**config.mk**
```make
export PLATFORM = sky130hd
export DESIGN_NAME = sync_pwm_dimmer
export DESIGN_NICKNAME = d
export VERILOG_FILES = /design/src/rtl/sync_pwm_pkg.sv /design/src/rtl/sync_edge_detect.sv /design/src/rtl/line_tick_counter.sv /design/src/rtl/dim_channel.sv /design/src/rtl/sync_pwm_dimmer.sv
export SDC_FILE = /design/constraint.sdc
export NUM_CORES = 1
export LEC_CHECK = 0
export BUFFER_PORTS_ARGS = -buffer_cell sky130_fd_sc_hd__buf_2
export CAP_MARGIN = 20
export CORE_ASPECT_RATIO = 1.25
export CORE_MARGIN = 5
export CORE_UTILIZATION = 54
export DETAILED_ROUTE_END_ITERATION = 8
export HOLD_SLACK_MARGIN = 0.08
export PLACE_DENSITY_LB_ADDON = 0.2
export SYNTH_ARGS = -nofsm -noshare
export SYNTH_HDL_FRONTEND = slang
export SYNTH_SLANG_ARGS = --single-unit
```
**constraint.sdc**
```tcl
create_clock -name clk -period 3.35 [get_ports clk]
set_clock_uncertainty 0.2 [all_clocks]
set_input_delay 0.1675 -clock clk [delete_from_list [all_inputs] [get_ports clk]]
set_output_delay 0.1675 -clock clk [all_outputs]
set_load 0.005 [all_outputs]
```
**src/rtl/sync_pwm_pkg.sv**
```systemverilog
package sync_pwm_pkg;
  typedef enum logic {
    BANK_IDLE = 1'b0,
    BANK_RUN  = 1'b1
  } bank_state_e;
endpackage

```
**src/rtl/sync_edge_detect.sv**
```systemverilog
module sync_edge_detect #(
  parameter int unsigned STAGES = 2
) (
  input  logic clk,
  input  logic rst_n,
  input  logic async_in,
  output logic rise
);
  logic [STAGES-1:0] chain;
  logic              last_q;

  generate
    if (STAGES == 1) begin : g_one
      always_ff @(posedge clk or negedge rst_n) begin
        if (!rst_n) chain <= '0;
        else        chain <= async_in;
      end
    end else begin : g_many
      always_ff @(posedge clk or negedge rst_n) begin
        if (!rst_n) chain <= '0;
        else        chain <= {chain[STAGES-2:0], async_in};
      end
    end
  endgenerate

  always_ff @(posedge clk or negedge rst_n) begin
    if (!rst_n) last_q <= 1'b0;
    else        last_q <= chain[STAGES-1];
  end

  assign rise = chain[STAGES-1] & ~last_q;

  // an edge is reported for a single cycle only
  p_rise_single_r2: assert property (@(posedge clk) disable iff (!rst_n)
    rise |=> !rise);
endmodule

```
**src/rtl/line_tick_counter.sv**
```systemverilog
module line_tick_counter
  import sync_pwm_pkg::*;
#(
  parameter int unsigned CNT_W = 12
) (
  input  logic             clk,
  input  logic             rst_n,
  input  logic             line_rise,
  input  logic             frame_rise,
  input  logic [CNT_W-1:0] period,
  output logic [CNT_W-1:0] count,
  output logic             running
);
  bank_state_e state_q;
  logic [CNT_W:0] next_val;

  assign next_val = {1'b0, count} + 1'b1;
  assign running  = (state_q == BANK_RUN);

  always_ff @(posedge clk or negedge rst_n) begin
    if (!rst_n) begin
      state_q <= BANK_IDLE;
      count   <= '0;
    end else if (frame_rise) begin
      state_q <= BANK_RUN;
      count   <= '0;
    end else if (line_rise && running) begin
      if (next_val >= {1'b0, period}) count <= '0;
      else                            count <= next_val[CNT_W-1:0];
    end
  end

  // frame edge realigns to zero even with a coincident line edge
  p_frame_zero_r2: assert property (@(posedge clk) disable iff (!rst_n)
    frame_rise |=> (count == '0) && running);

  // below the period a line tick advances the count by exactly one
  p_cnt_step_r4: assert property (@(posedge clk) disable iff (!rst_n)
    (running && line_rise && !frame_rise && ({1'b0, count} + 1'b1 < {1'b0, period}))
      |=> count == $past(count) + 1'b1);

  // no counting before the first frame edge
  p_idle_hold_r1: assert property (@(posedge clk) disable iff (!rst_n)
    (!running && !frame_rise) |=> $stable(count) && !running);
endmodule

```
**src/rtl/dim_channel.sv**
```systemverilog
module dim_channel #(
  parameter int unsigned CNT_W = 12
) (
  input  logic             clk,
  input  logic             rst_n,
  input  logic             running,
  input  logic             enable,
  input  logic [CNT_W-1:0] count,
  input  logic [CNT_W-1:0] period,
  input  logic [CNT_W-1:0] delay,
  input  logic [CNT_W-1:0] on_time,
  output logic             dim
);
  logic [CNT_W:0] win_end;
  logic           in_window;
  logic           full_on;
  logic           lit;

  assign win_end   = {1'b0, delay} + {1'b0, on_time};
  assign in_window = (count >= delay) && ({1'b0, count} < win_end);
  assign full_on   = (on_time >= period);
  assign lit       = running && enable && (on_time != '0) && (full_on || in_window);

  always_ff @(posedge clk or negedge rst_n) begin
    if (!rst_n) dim <= 1'b0;
    else        dim <= lit;
  end

  // a disabled channel is dark on the next cycle
  p_off_disabled_r8: assert property (@(posedge clk) disable iff (!rst_n)
    !enable |=> !dim);

  // zero on-time never lights the channel
  p_zero_on_r5: assert property (@(posedge clk) disable iff (!rst_n)
    (on_time == '0) |=> !dim);

  // on-time covering the period keeps the channel lit
  p_full_on_r6: assert property (@(posedge clk) disable iff (!rst_n)
    (running && enable && (on_time != '0) && (on_time >= period)) |=> dim);
endmodule

```
**src/rtl/sync_pwm_dimmer.sv**
```systemverilog
module sync_pwm_dimmer #(
  parameter int unsigned NUM_CH      = 16,
  parameter int unsigned CNT_W       = 12,
  parameter int unsigned SYNC_STAGES = 2
) (
  input  logic                    clk,
  input  logic                    rst_n,
  input  logic                    line_sync,
  input  logic                    frame_sync,
  input  logic [CNT_W-1:0]        period_cfg,
  input  logic [NUM_CH*CNT_W-1:0] delay_cfg,
  input  logic [NUM_CH*CNT_W-1:0] on_cfg,
  input  logic [NUM_CH-1:0]       ch_enable,
  output logic [NUM_CH-1:0]       dim_out
);
  logic             line_rise;
  logic             frame_rise;
  logic [CNT_W-1:0] count;
  logic             running;

  sync_edge_detect #(.STAGES(SYNC_STAGES)) u_line_edge (
    .clk(clk), .rst_n(rst_n), .async_in(line_sync), .rise(line_rise)
  );

  sync_edge_detect #(.STAGES(SYNC_STAGES)) u_frame_edge (
    .clk(clk), .rst_n(rst_n), .async_in(frame_sync), .rise(frame_rise)
  );

  line_tick_counter #(.CNT_W(CNT_W)) u_counter (
    .clk(clk), .rst_n(rst_n), .line_rise(line_rise), .frame_rise(frame_rise),
    .period(period_cfg), .count(count), .running(running)
  );

  generate
    for (genvar i = 0; i < NUM_CH; i++) begin : g_ch
      dim_channel #(.CNT_W(CNT_W)) u_ch (
        .clk(clk), .rst_n(rst_n), .running(running), .enable(ch_enable[i]),
        .count(count), .period(period_cfg),
        .delay(delay_cfg[i*CNT_W +: CNT_W]), .on_time(on_cfg[i*CNT_W +: CNT_W]),
        .dim(dim_out[i])
      );
    end
  endgenerate

  // the bank stays dark until realigned by a frame edge
  p_dark_idle_r1: assert property (@(posedge clk) disable iff (!rst_n)
    !running |=> dim_out == '0);
endmodule

```
==> impl_metrics.sql, run 1 <==
INSERT INTO impl_metrics (metric_group, metric, value, unit) VALUES
('outcome', 'status', 'finished clean', ''),
('synthesis', 'synth.top_cell.area_share', '0.423', ''),
('detailed_routing', 'finalWirelength', '85500', 'µm'),
('global_route', 'first_global_vias', '25500', ''),
('clock_tree', 'cts_inserted_buffers', '5', ''),
('placement', 'placed_area', '26600', 'µm²'),
('synthesis', 'synthesis.area', '22600', 'µm²'),
('critical_path', 'critPathSlowestCell', 'sky130_fd_sc_hd__a2111oi_2', ''),
('sta', 'worst_slew_pin_slew', '1.08', 'ns'),
('clock_tree', 'cts.path.max_buffers', '2', ''),
('critical_path', 'required', '3.38', 'ns'),
('synthesis', 'synth_cell_type_count', '66', ''),
('sta', 'setup_violations', '0', ''),
('finish', 'area_growth_syn_to_fin', '20.0', '%'),
('job', 'maxCapViolations', '0', ''),
('synthesis', 'synth_edf_count', '0', ''),
('clock_tree', 'clock_insertion_delay_worst_skew', '0.31', 'ns'),
('synthesis', 'synth_area_leader_cell', 'sky130_fd_sc_hd__ha_1', ''),
('synthesis', 'yosys_register_bits', '35', ''),
('floorplanning', 'chipWidth', '193', 'µm'),
('critical_path', 'cp_slowest_stage_delay', '0.41', 'ns'),
('detailed_routing', 'drtAntennaViolNets', '0', ''),
('placement', 'place_hpwl', '68100', 'µm'),
('sta', 'rsz0062_at_grt', 'yes', ''),
('global_route', 'largest_net_degree_at_the_start_of_global_routing', '38', ''),
('critical_path', 'worst-endpoint-arrival', '3.36', 'ns'),
('sta', 'timing.slew.headroom', '0.276', ''),
('floorplanning', 'std_cell_rows', '83', ''),
('placement', 'preCtsSetupSlack', '-0.310', 'ns'),
('floorplanning', 'dieArea', '46100', 'µm²'),
('power_and_ir_drop', 'cellLeakagePower', '15.0', 'nW'),
('sta', 'timing_max_transition_violations_final', '0', ''),
('clock_tree', 'clkSinkCount', '35', ''),
('floorplanning', 'die-height', '239', 'µm'),
('clock_tree', 'clk_pin_slew', '0.07', 'ns'),
('global_route', 'grt_antenna_before_repair', '39', ''),
('synthesis', 'synth_cells', '2851', ''),
('placement', 'gp_congestion', '1.00', ''),
('detailed_routing', 'drt-initial-drc-count', '1234', ''),
('finish', 'post_layout_nonfiller_instances', '4019', ''),
('finish', 'commonest_non_fill_non_tap_cell_in_the_layout', 'sky130_fd_sc_hd__ha_1', ''),
('floorplanning', 'coreArea', '41200', 'µm²'),
('clock_tree', 'tritoncts', 'done', ''),
('global_route', 'grt_pass1_wl', '129000', 'µm'),
('finish', 'mostFrequentLayoutCells', 'sky130_fd_sc_hd__ha_1 (764), sky130_fd_sc_hd__buf_2 (431), sky130_fd_sc_hd__inv_1 (299), sky130_fd_sc_hd__a21oi_1 (201), sky130_fd_sc_hd__o21ai_0 (187)', ''),
('placement', 'dp_cells', '3961', ''),
('critical_path', 'timing.setup.critical_path_class', 'in2reg', ''),
('synthesis', 'synth_area_per_cell', '7.93', 'µm²'),
('synthesis', 'synthFlopType', 'sky130_fd_sc_hd__dfrtp_1', ''),
('critical_path', 'crit_path_cell_trace', 'buf_2, ha_1, inv_1, fa_2, nor2b_1, o31a_1, or2_2, o21ai_1, xor2_1, ha_1, a21o_1, a2111oi_2, o41ai_1, o221ai_1, o221ai_1, a31oi_1', ''),
('sta', 'min_period_over_period', '0.993', ''),
('power_and_ir_drop', 'ir_drop_worst_vdd', '0.206', 'mV'),
('global_route', 'track_usage', '0.351', ''),
('placement', 'numPortBuffers', '431', ''),
('critical_path', 'crit_path_max_fanout', '2', ''),
('detailed_routing', 'dr_total_vias', '25200', ''),
('finish', 'postLayoutCellArea', '27100', 'µm²'),
('sta', 'final-hold-violation-count', '0', ''),
('clock_tree', 'cts-root-buf', 'sky130_fd_sc_hd__clkbuf_16', ''),
('global_route', 'globalRoute.totalOverflow', '0', ''),
('sta', 'min_period', '3.33', 'ns'),
('synthesis', 'synthTopCellsByArea', 'sky130_fd_sc_hd__ha_1 (42%), sky130_fd_sc_hd__inv_1 (5.0%), sky130_fd_sc_hd__xor2_1 (4.7%)', ''),
('sta', 'fmax', '301', 'MHz'),
('detailed_routing', 'drt-pass1-iter-count', '5', ''),
('detailed_routing', 'remaining_drc_errors', '0', ''),
('synthesis', 'yosys_warnings', '0', ''),
('power_and_ir_drop', 'power.density', '180', 'nW/µm²'),
('finish', 'drive_above_1_share', '0.193', ''),
('synthesis', 'ys_async_sr_fraction', '1.00', ''),
('detailed_routing', 'routedWlPerCell', '21.3', 'µm'),
('floorplanning', 'floorplan.initialDensity', '0.549', '');
report_power, final:
group	switching (mW)	internal, mW
sequential	0.0166	0.448
clock	0.270	0.298
combinational	2.15	1.70
total	2.43	2.45
cell usage after synthesis, types with 8 or more instances:
| cell | n |
|---|---|
| sky130_fd_sc_hd__ha_1 | 765 |
| sky130_fd_sc_hd__inv_1 | 300 |
| sky130_fd_sc_hd__a21oi_1 | 202 |
| sky130_fd_sc_hd__o21ai_0 | 191 |
| sky130_fd_sc_hd__nor2_1 | 179 |
| sky130_fd_sc_hd__nand2_1 | 137 |
| sky130_fd_sc_hd__xor2_1 | 122 |
| sky130_fd_sc_hd__a21o_1 | 92 |
| sky130_fd_sc_hd__nor4_1 | 75 |
| sky130_fd_sc_hd__nand3_1 | 68 |
| sky130_fd_sc_hd__o21a_1 | 56 |
| sky130_fd_sc_hd__nor3_1 | 51 |
| sky130_fd_sc_hd__nand2b_1 | 49 |
| sky130_fd_sc_hd__nor2b_1 | 42 |
| sky130_fd_sc_hd__a211oi_1 | 37 |
| sky130_fd_sc_hd__a31oi_1 | 36 |
| sky130_fd_sc_hd__dfrtp_1 | 35 |
| sky130_fd_sc_hd__nand4_1 | 35 |
| sky130_fd_sc_hd__o2111ai_1 | 30 |
| sky130_fd_sc_hd__o211ai_1 | 28 |
| sky130_fd_sc_hd__xnor2_1 | 25 |
| sky130_fd_sc_hd__a2111oi_0 | 22 |
| sky130_fd_sc_hd__a31o_2 | 17 |
| sky130_fd_sc_hd__buf_4 | 17 |
| sky130_fd_sc_hd__or3_1 | 17 |
| sky130_fd_sc_hd__fa_1 | 16 |
| sky130_fd_sc_hd__o221ai_1 | 16 |
| sky130_fd_sc_hd__a211o_1 | 15 |
| sky130_fd_sc_hd__or2_2 | 13 |
| sky130_fd_sc_hd__a221oi_1 | 12 |
| sky130_fd_sc_hd__o31ai_1 | 12 |
| sky130_fd_sc_hd__o22ai_1 | 11 |
| sky130_fd_sc_hd__a2111o_1 | 10 |
| sky130_fd_sc_hd__o41ai_1 | 9 |
| sky130_fd_sc_hd__or4_1 | 8 |
worst paths after layout:
kind	start	end	slack, ns	cells past startpoint
min in group asynchronous	rst_n	g_ch[11].u_ch.dim	0.35	2
setup / recovery	delay_cfg[120]	g_ch[10].u_ch.dim	0.02	16
setup reg to reg	u_counter.count[4]	u_counter.count[6]	0.10	12
max in group asynchronous	rst_n	g_ch[2].u_ch.dim	1.86	3
hold reg to reg	u_frame_edge.chain[0]	u_frame_edge.chain[1]	0.15	0
hold / removal	delay_cfg[155]	g_ch[12].u_ch.dim	0.09	4
sequential cells by signal, indices dropped and copies added (netlist names):
signal	cells
g_ch.u_ch.dim	16
u_counter.count	12
u_frame_edge.chain	2
u_line_edge.chain	2
u_counter.running	1
u_frame_edge.last_q	1
u_line_edge.last_q	1
area by class of cell:
class | instances | area [µm²]
Sequential cell | 35 | 900
Fill cell | 3684 | 14100
Antenna cell | 29 | 72.6
Clock buffer | 7 | 143
Inverter | 300 | 1130
Clock inverter | 1 | 5.00
Multi-Input combinational cell | 2494 | 20600
Tap cell | 552 | 691
Timing Repair Buffer | 601 | 3550
metal layers:
metal  wire, µm  share of wire  global-route usage  vias up
li1           -              -                   -    12000
met3       7200          0.084              0.0752      407
met5        149         0.0017                   0        -
met4       6030          0.071               0.220       24
met2      39400           0.46               0.592     1143
met1      32700           0.38               0.401    11600
metrics by stage:
step / power [mW] / utilization / setup TNS [ns]
final: 4.88 / 0.658 / 0
after floorplan: 2.86 / - / -0.00152
after CTS: 4.78 / 0.652 / 0
after detailed placement: 4.18 / 0.644 / -1.80
after global routing: 5.34 / 0.658 / -0.118
after global placement: 4.02 / 0.644 / -0.813
cells by family (layout without fill, tap and decap cells):
family,count (synthesis),count (layout),synth area share
AOI/OAI and AO/OA,860,860,0.253
xor gates and xnor gates,147,147,0.0569
DFF,35,35,0.0387
and+or+nand+nor,704,704,0.157
adders and majority gates,781,781,0.437
buffers and inverters,322,909,0.0566
other,0,29,0
muxes,2,2,0.000941
what timing repair did:
| action | 4_1_cts | 5_1_grt |
|---|---|---|
| hold buffers | 18 | 0 |
| resized for setup | 0 | 35 |
| setup endpoints to repair | 0 | 10 |
| buffers inserted | 0 | 3 |
| endpoints found under the hold margin | 46 | 0 |
critical path: cells and delay by family:
| kind | cells | cell delay [ns] |
|---|---|---|
| fa+ha+maj | 3 | 0.75 |
| simple gates | 2 | 0.35 |
| buf+inv | 2 | 0.21 |
| compound gates | 8 | 1.70 |
| xor+xnor | 1 | 0.17 |
Power figures use the tool's default switching activity.
==> inputs of run 2 (changes only) <==
Settings changed: PLACE_DENSITY from default to 0.8, PLACE_DENSITY_LB_ADDON 0.2 to default, SYNTH_HIERARCHICAL from default to 1.
==> impl_metrics.sql, run 2 <==
INSERT INTO impl_metrics (metric_group, metric, value, unit) VALUES
('synthesis', 'seq_area_frac_synth', '0.0377', ''),
('detailed_routing', 'dr_total_vias', '24600', ''),
('finish', 'largest_reg_flops', '16', ''),
('global_route', 'track_usage', '0.323', ''),
('placement', 'placed_area', '26700', 'µm²'),
('sta', 'rsz0062_at_grt', 'no', ''),
('placement', 'numPortBuffers', '431', ''),
('detailed_routing', 'viasPerCell', '6.06', ''),
('synthesis', 'synthTopCellsByArea', 'sky130_fd_sc_hd__ha_1 (41%), sky130_fd_sc_hd__inv_1 (7.5%), sky130_fd_sc_hd__a21oi_1 (4.3%)', ''),
('power_and_ir_drop', 'ir_drop_worst_vdd', '0.178', 'mV'),
('sta', 'min_period_over_period', '0.973', ''),
('global_route', 'grt_antenna_before_repair', '15', ''),
('critical_path', 'worst_setup_path_start_kind', 'primary input', ''),
('global_route', 'globalRoute.totalOverflow', '0', ''),
('detailed_routing', 'finalWirelength', '81000', 'µm'),
('floorplanning', 'std_cell_rows', '85', ''),
('detailed_routing', 'remaining_drc_errors', '0', ''),
('synthesis', 'ys_async_sr_fraction', '1.00', ''),
('job', 'maxCapViolations', '0', ''),
('synthesis', 'synthesized_netlist_net_count', '4137', ''),
('synthesis', 'synth_area_leader_cell', 'sky130_fd_sc_hd__ha_1', ''),
('detailed_routing', 'drt-initial-drc-count', '1256', ''),
('clock_tree', 'post_cts.repair.setup_buffers', '0', ''),
('synthesis', 'most_frequent_cell_after_synthesis', 'sky130_fd_sc_hd__ha_1', ''),
('power_and_ir_drop', 'swShare', '0.497', ''),
('detailed_routing', 'routedWlPerCell', '20.0', 'µm'),
('clock_tree', 'clock_insertion_delay_worst_skew', '0.31', 'ns'),
('power_and_ir_drop', 'comb_power_share', '0.785', ''),
('synthesis', 'synth_top_cells_by_count', 'sky130_fd_sc_hd__ha_1 (766), sky130_fd_sc_hd__inv_1 (462), sky130_fd_sc_hd__a21oi_1 (200)', ''),
('synthesis', 'synth_cells', '2939', ''),
('sta', 'min_period', '3.26', 'ns'),
('finish', 'commonest_non_fill_non_tap_cell_in_the_layout', 'sky130_fd_sc_hd__ha_1', ''),
('synthesis', 'synth_area_per_cell', '7.91', 'µm²'),
('global_route', 'largest_net_degree_at_the_start_of_global_routing', '37', ''),
('synthesis', 'synthFlopType', 'sky130_fd_sc_hd__dfrtp_1', ''),
('sta', 'final-hold-violation-count', '0', ''),
('sta', 'timing.slew.headroom', '0.282', ''),
('placement', 'gp_congestion', '0.968', ''),
('floorplanning', 'chipWidth', '196', 'µm'),
('synthesis', 'synth_cell_type_count', '59', ''),
('finish', 'combined_area_of_the_multi_input_logic_cells', '20700', 'µm²'),
('finish', 'drive_above_1_share', '0.172', ''),
('sta', 'setup_ws', '0.0918', 'ns'),
('synthesis', 'synth_edf_count', '0', ''),
('finish', 'largest_register', 'g_ch.u_ch/dim', ''),
('floorplanning', 'die-height', '242', 'µm'),
('synthesis', 'synthesis.area', '23200', 'µm²'),
('global_route', 'grt_pass1_wl', '125000', 'µm'),
('synthesis', 'yosys_warnings', '6', ''),
('global_route', 'first_global_vias', '24500', ''),
('clock_tree', 'cts_inserted_buffers', '5', ''),
('sta', 'setup_violations', '0', ''),
('power_and_ir_drop', 'cellLeakagePower', '15.1', 'nW'),
('floorplanning', 'boundaryPins', '432', ''),
('detailed_routing', 'drt-pass1-iter-count', '5', ''),
('finish', 'post_layout_nonfiller_instances', '4053', ''),
('critical_path', 'timing.setup.critical_path_class', 'in2reg', ''),
('finish', 'layout.filler_cells', '3816', ''),
('finish', 'area_growth_syn_to_fin', '16.9', '%'),
('placement', 'preCtsSetupSlack', '-0.0824', 'ns'),
('sta', 'timing_max_transition_violations_final', '0', ''),
('sta', 'worst_slew_pin_slew', '1.08', 'ns'),
('floorplanning', 'dieArea', '47300', 'µm²'),
('placement', 'place_hpwl', '64600', 'µm'),
('finish', 'mostFrequentLayoutCells', 'sky130_fd_sc_hd__ha_1 (764), sky130_fd_sc_hd__inv_1 (462), sky130_fd_sc_hd__buf_2 (431), sky130_fd_sc_hd__a21oi_1 (200), sky130_fd_sc_hd__o21ai_0 (177)', ''),
('clock_tree', 'cts.path.max_buffers', '2', ''),
('critical_path', 'crit_path_max_fanout', '5', ''),
('power_and_ir_drop', 'power.density', '176', 'nW/µm²'),
('finish', 'postLayoutCellArea', '27200', 'µm²'),
('outcome', 'status', 'finished clean', ''),
('power_and_ir_drop', 'cell_internal_pwr', '2.40', 'mW'),
('critical_path', 'required', '3.35', 'ns'),
('clock_tree', 'maximum_level_of_the_cts_h_tree', '2', ''),
('finish', 'final-seq-area', '892', 'µm²'),
('finish', 'nNetsFinal', '4670', ''),
('critical_path', 'setup.worst_path.end_class', 'register', ''),
('hold_path', 'hold_class', 'in2reg', ''),
('sta', 'fmax', '307', 'MHz'),
('floorplanning', 'floorplan.initialDensity', '0.542', ''),
('synthesis', 'yosys_register_bits', '35', ''),
('clock_tree', 'clk_pin_slew', '0.08', 'ns'),
('power_and_ir_drop', 'seq_power_share', '0.098', ''),
('power_and_ir_drop', 'power.share.clock', '0.117', ''),
('placement', 'dp_cells', '4004', ''),
('floorplanning', 'coreArea', '42900', 'µm²'),
('clock_tree', 'clkSinkCount', '35', ''),
('synthesis', 'synth.top_cell.area_share', '0.412', ''),
('power_and_ir_drop', 'power.switching', '2.37', 'mW'),
('clock_tree', 'cts-root-buf', 'sky130_fd_sc_hd__clkbuf_16', ''),
('detailed_routing', 'drtAntennaViolNets', '0', ''),
('clock_tree', 'tritoncts', 'done', ''),
('finish', 'biggestRegsByFlops', 'g_ch.u_ch/dim (16), u_counter/count (12)', ''),
('critical_path', 'worst-endpoint-arrival', '3.26', 'ns');
-- run 2: cell count changes after synthesis, moves of 27 or more --
cell / before / now
sky130_fd_sc_hd__inv_1: 300 / 462
sky130_fd_sc_hd__xor2_1: 122 / 85
sky130_fd_sc_hd__o21bai_1: 2 / 46
sky130_fd_sc_hd__a21o_1: 92 / 50
sky130_fd_sc_hd__nand2_1: 137 / 94
sky130_fd_sc_hd__o21ai_1: 0 / 32
sky130_fd_sc_hd__nand4_1: 35 / 6
sky130_fd_sc_hd__xnor2_1: 25 / 54
sky130_fd_sc_hd__o211ai_1: 28 / 1
sky130_fd_sc_hd__o21a_1: 56 / 108
-- run 2: power groups by stage --
stage	clock, mW	sequential, mW	combinational, mW
CTS	0.578	0.468	3.69
global placement	0	0.476	3.56
finish	0.560	0.468	3.74
detailed placement	0	0.475	3.64
floorplan	0	0.502	2.39
global route	0.585	0.470	4.21
-- run 2: path summary, 6_finish.rpt --
path	from	to	cells past startpoint	slack [ns]
hold reg to reg	u_frame_edge/chain[0]	u_frame_edge/chain[1]	0	0.15
setup reg to reg	u_counter/count[7]	u_counter/count[8]	9	0.37
max in group asynchronous	rst_n	g_ch[6].u_ch/dim	3	1.80
hold / removal	on_cfg[6]	g_ch[0].u_ch/dim	4	0.09
min in group asynchronous	rst_n	g_ch[11].u_ch/dim	2	0.39
setup / recovery	on_cfg[100]	g_ch[8].u_ch/dim	13	0.09
-- run 2: per-stage QoR --
stage               utilization  setup TNS, ns  hold WS, ns  total power, mW
floorplan                     -              0       -0.328             2.89
detailed placement        0.623         -0.586       0.0771             4.12
finish                    0.634              0       0.0897             4.77
global route              0.634              0       0.0976             5.26
CTS                       0.632              0       0.0805             4.73
global placement          0.623       -0.00466       0.0763             4.03
-- run 2: logic make-up after synthesis --
family,count (synthesis),synth area share
mux,2,0.000861
flops,35,0.0377
compound gates,903,0.265
buf+inv,463,0.0748
fa+ha+maj,782,0.426
xor+xnor,139,0.0524
simple gates,615,0.143
-- run 2: timing repair --
item	CTS	global route
hold buffers	26	0
endpoints found under the setup margin	0	5
resized for setup	0	9
endpoints found under the hold margin	47	0
-- run 2: layout make-up --
class	count	area share
Multi-Input combinational cell	2441	0.760
Timing Repair Buffer	527	0.110
Inverter	462	0.0638
Sequential cell	35	0.0328
Tap cell	565	0.0260
Clock buffer	5	0.00460
Antenna cell	15	0.00138
Clock inverter	3	0.000921
-- run 2: routing by layer --
layer | vias up | routed length [µm] | GRT usage | share of wire
li1 | 12000 | - | - | -
met1 | 11200 | 32300 | 0.383 | 0.40
met2 | 1034 | 36800 | 0.552 | 0.45
met3 | 307 | 6200 | 0.0504 | 0.076
met4 | 2 | 5740 | 0.185 | 0.071
met5 | - | 13 | 0 | 0.00016
-- run 2: critical path: stages --
cell,delay [ns]
sky130_fd_sc_hd__dlygate4sd3_1,0.54
sky130_fd_sc_hd__buf_2,0.16
sky130_fd_sc_hd__ha_4,0.17
sky130_fd_sc_hd__nor4_1,0.26
sky130_fd_sc_hd__o21ai_1,0.15
sky130_fd_sc_hd__a31o_2,0.26
sky130_fd_sc_hd__a21oi_1,0.17
sky130_fd_sc_hd__xor2_1,0.09
sky130_fd_sc_hd__ha_1,0.30
sky130_fd_sc_hd__nand3_1,0.10
sky130_fd_sc_hd__a221o_1,0.34
sky130_fd_sc_hd__o31a_1,0.31
sky130_fd_sc_hd__o2111a_1,0.24
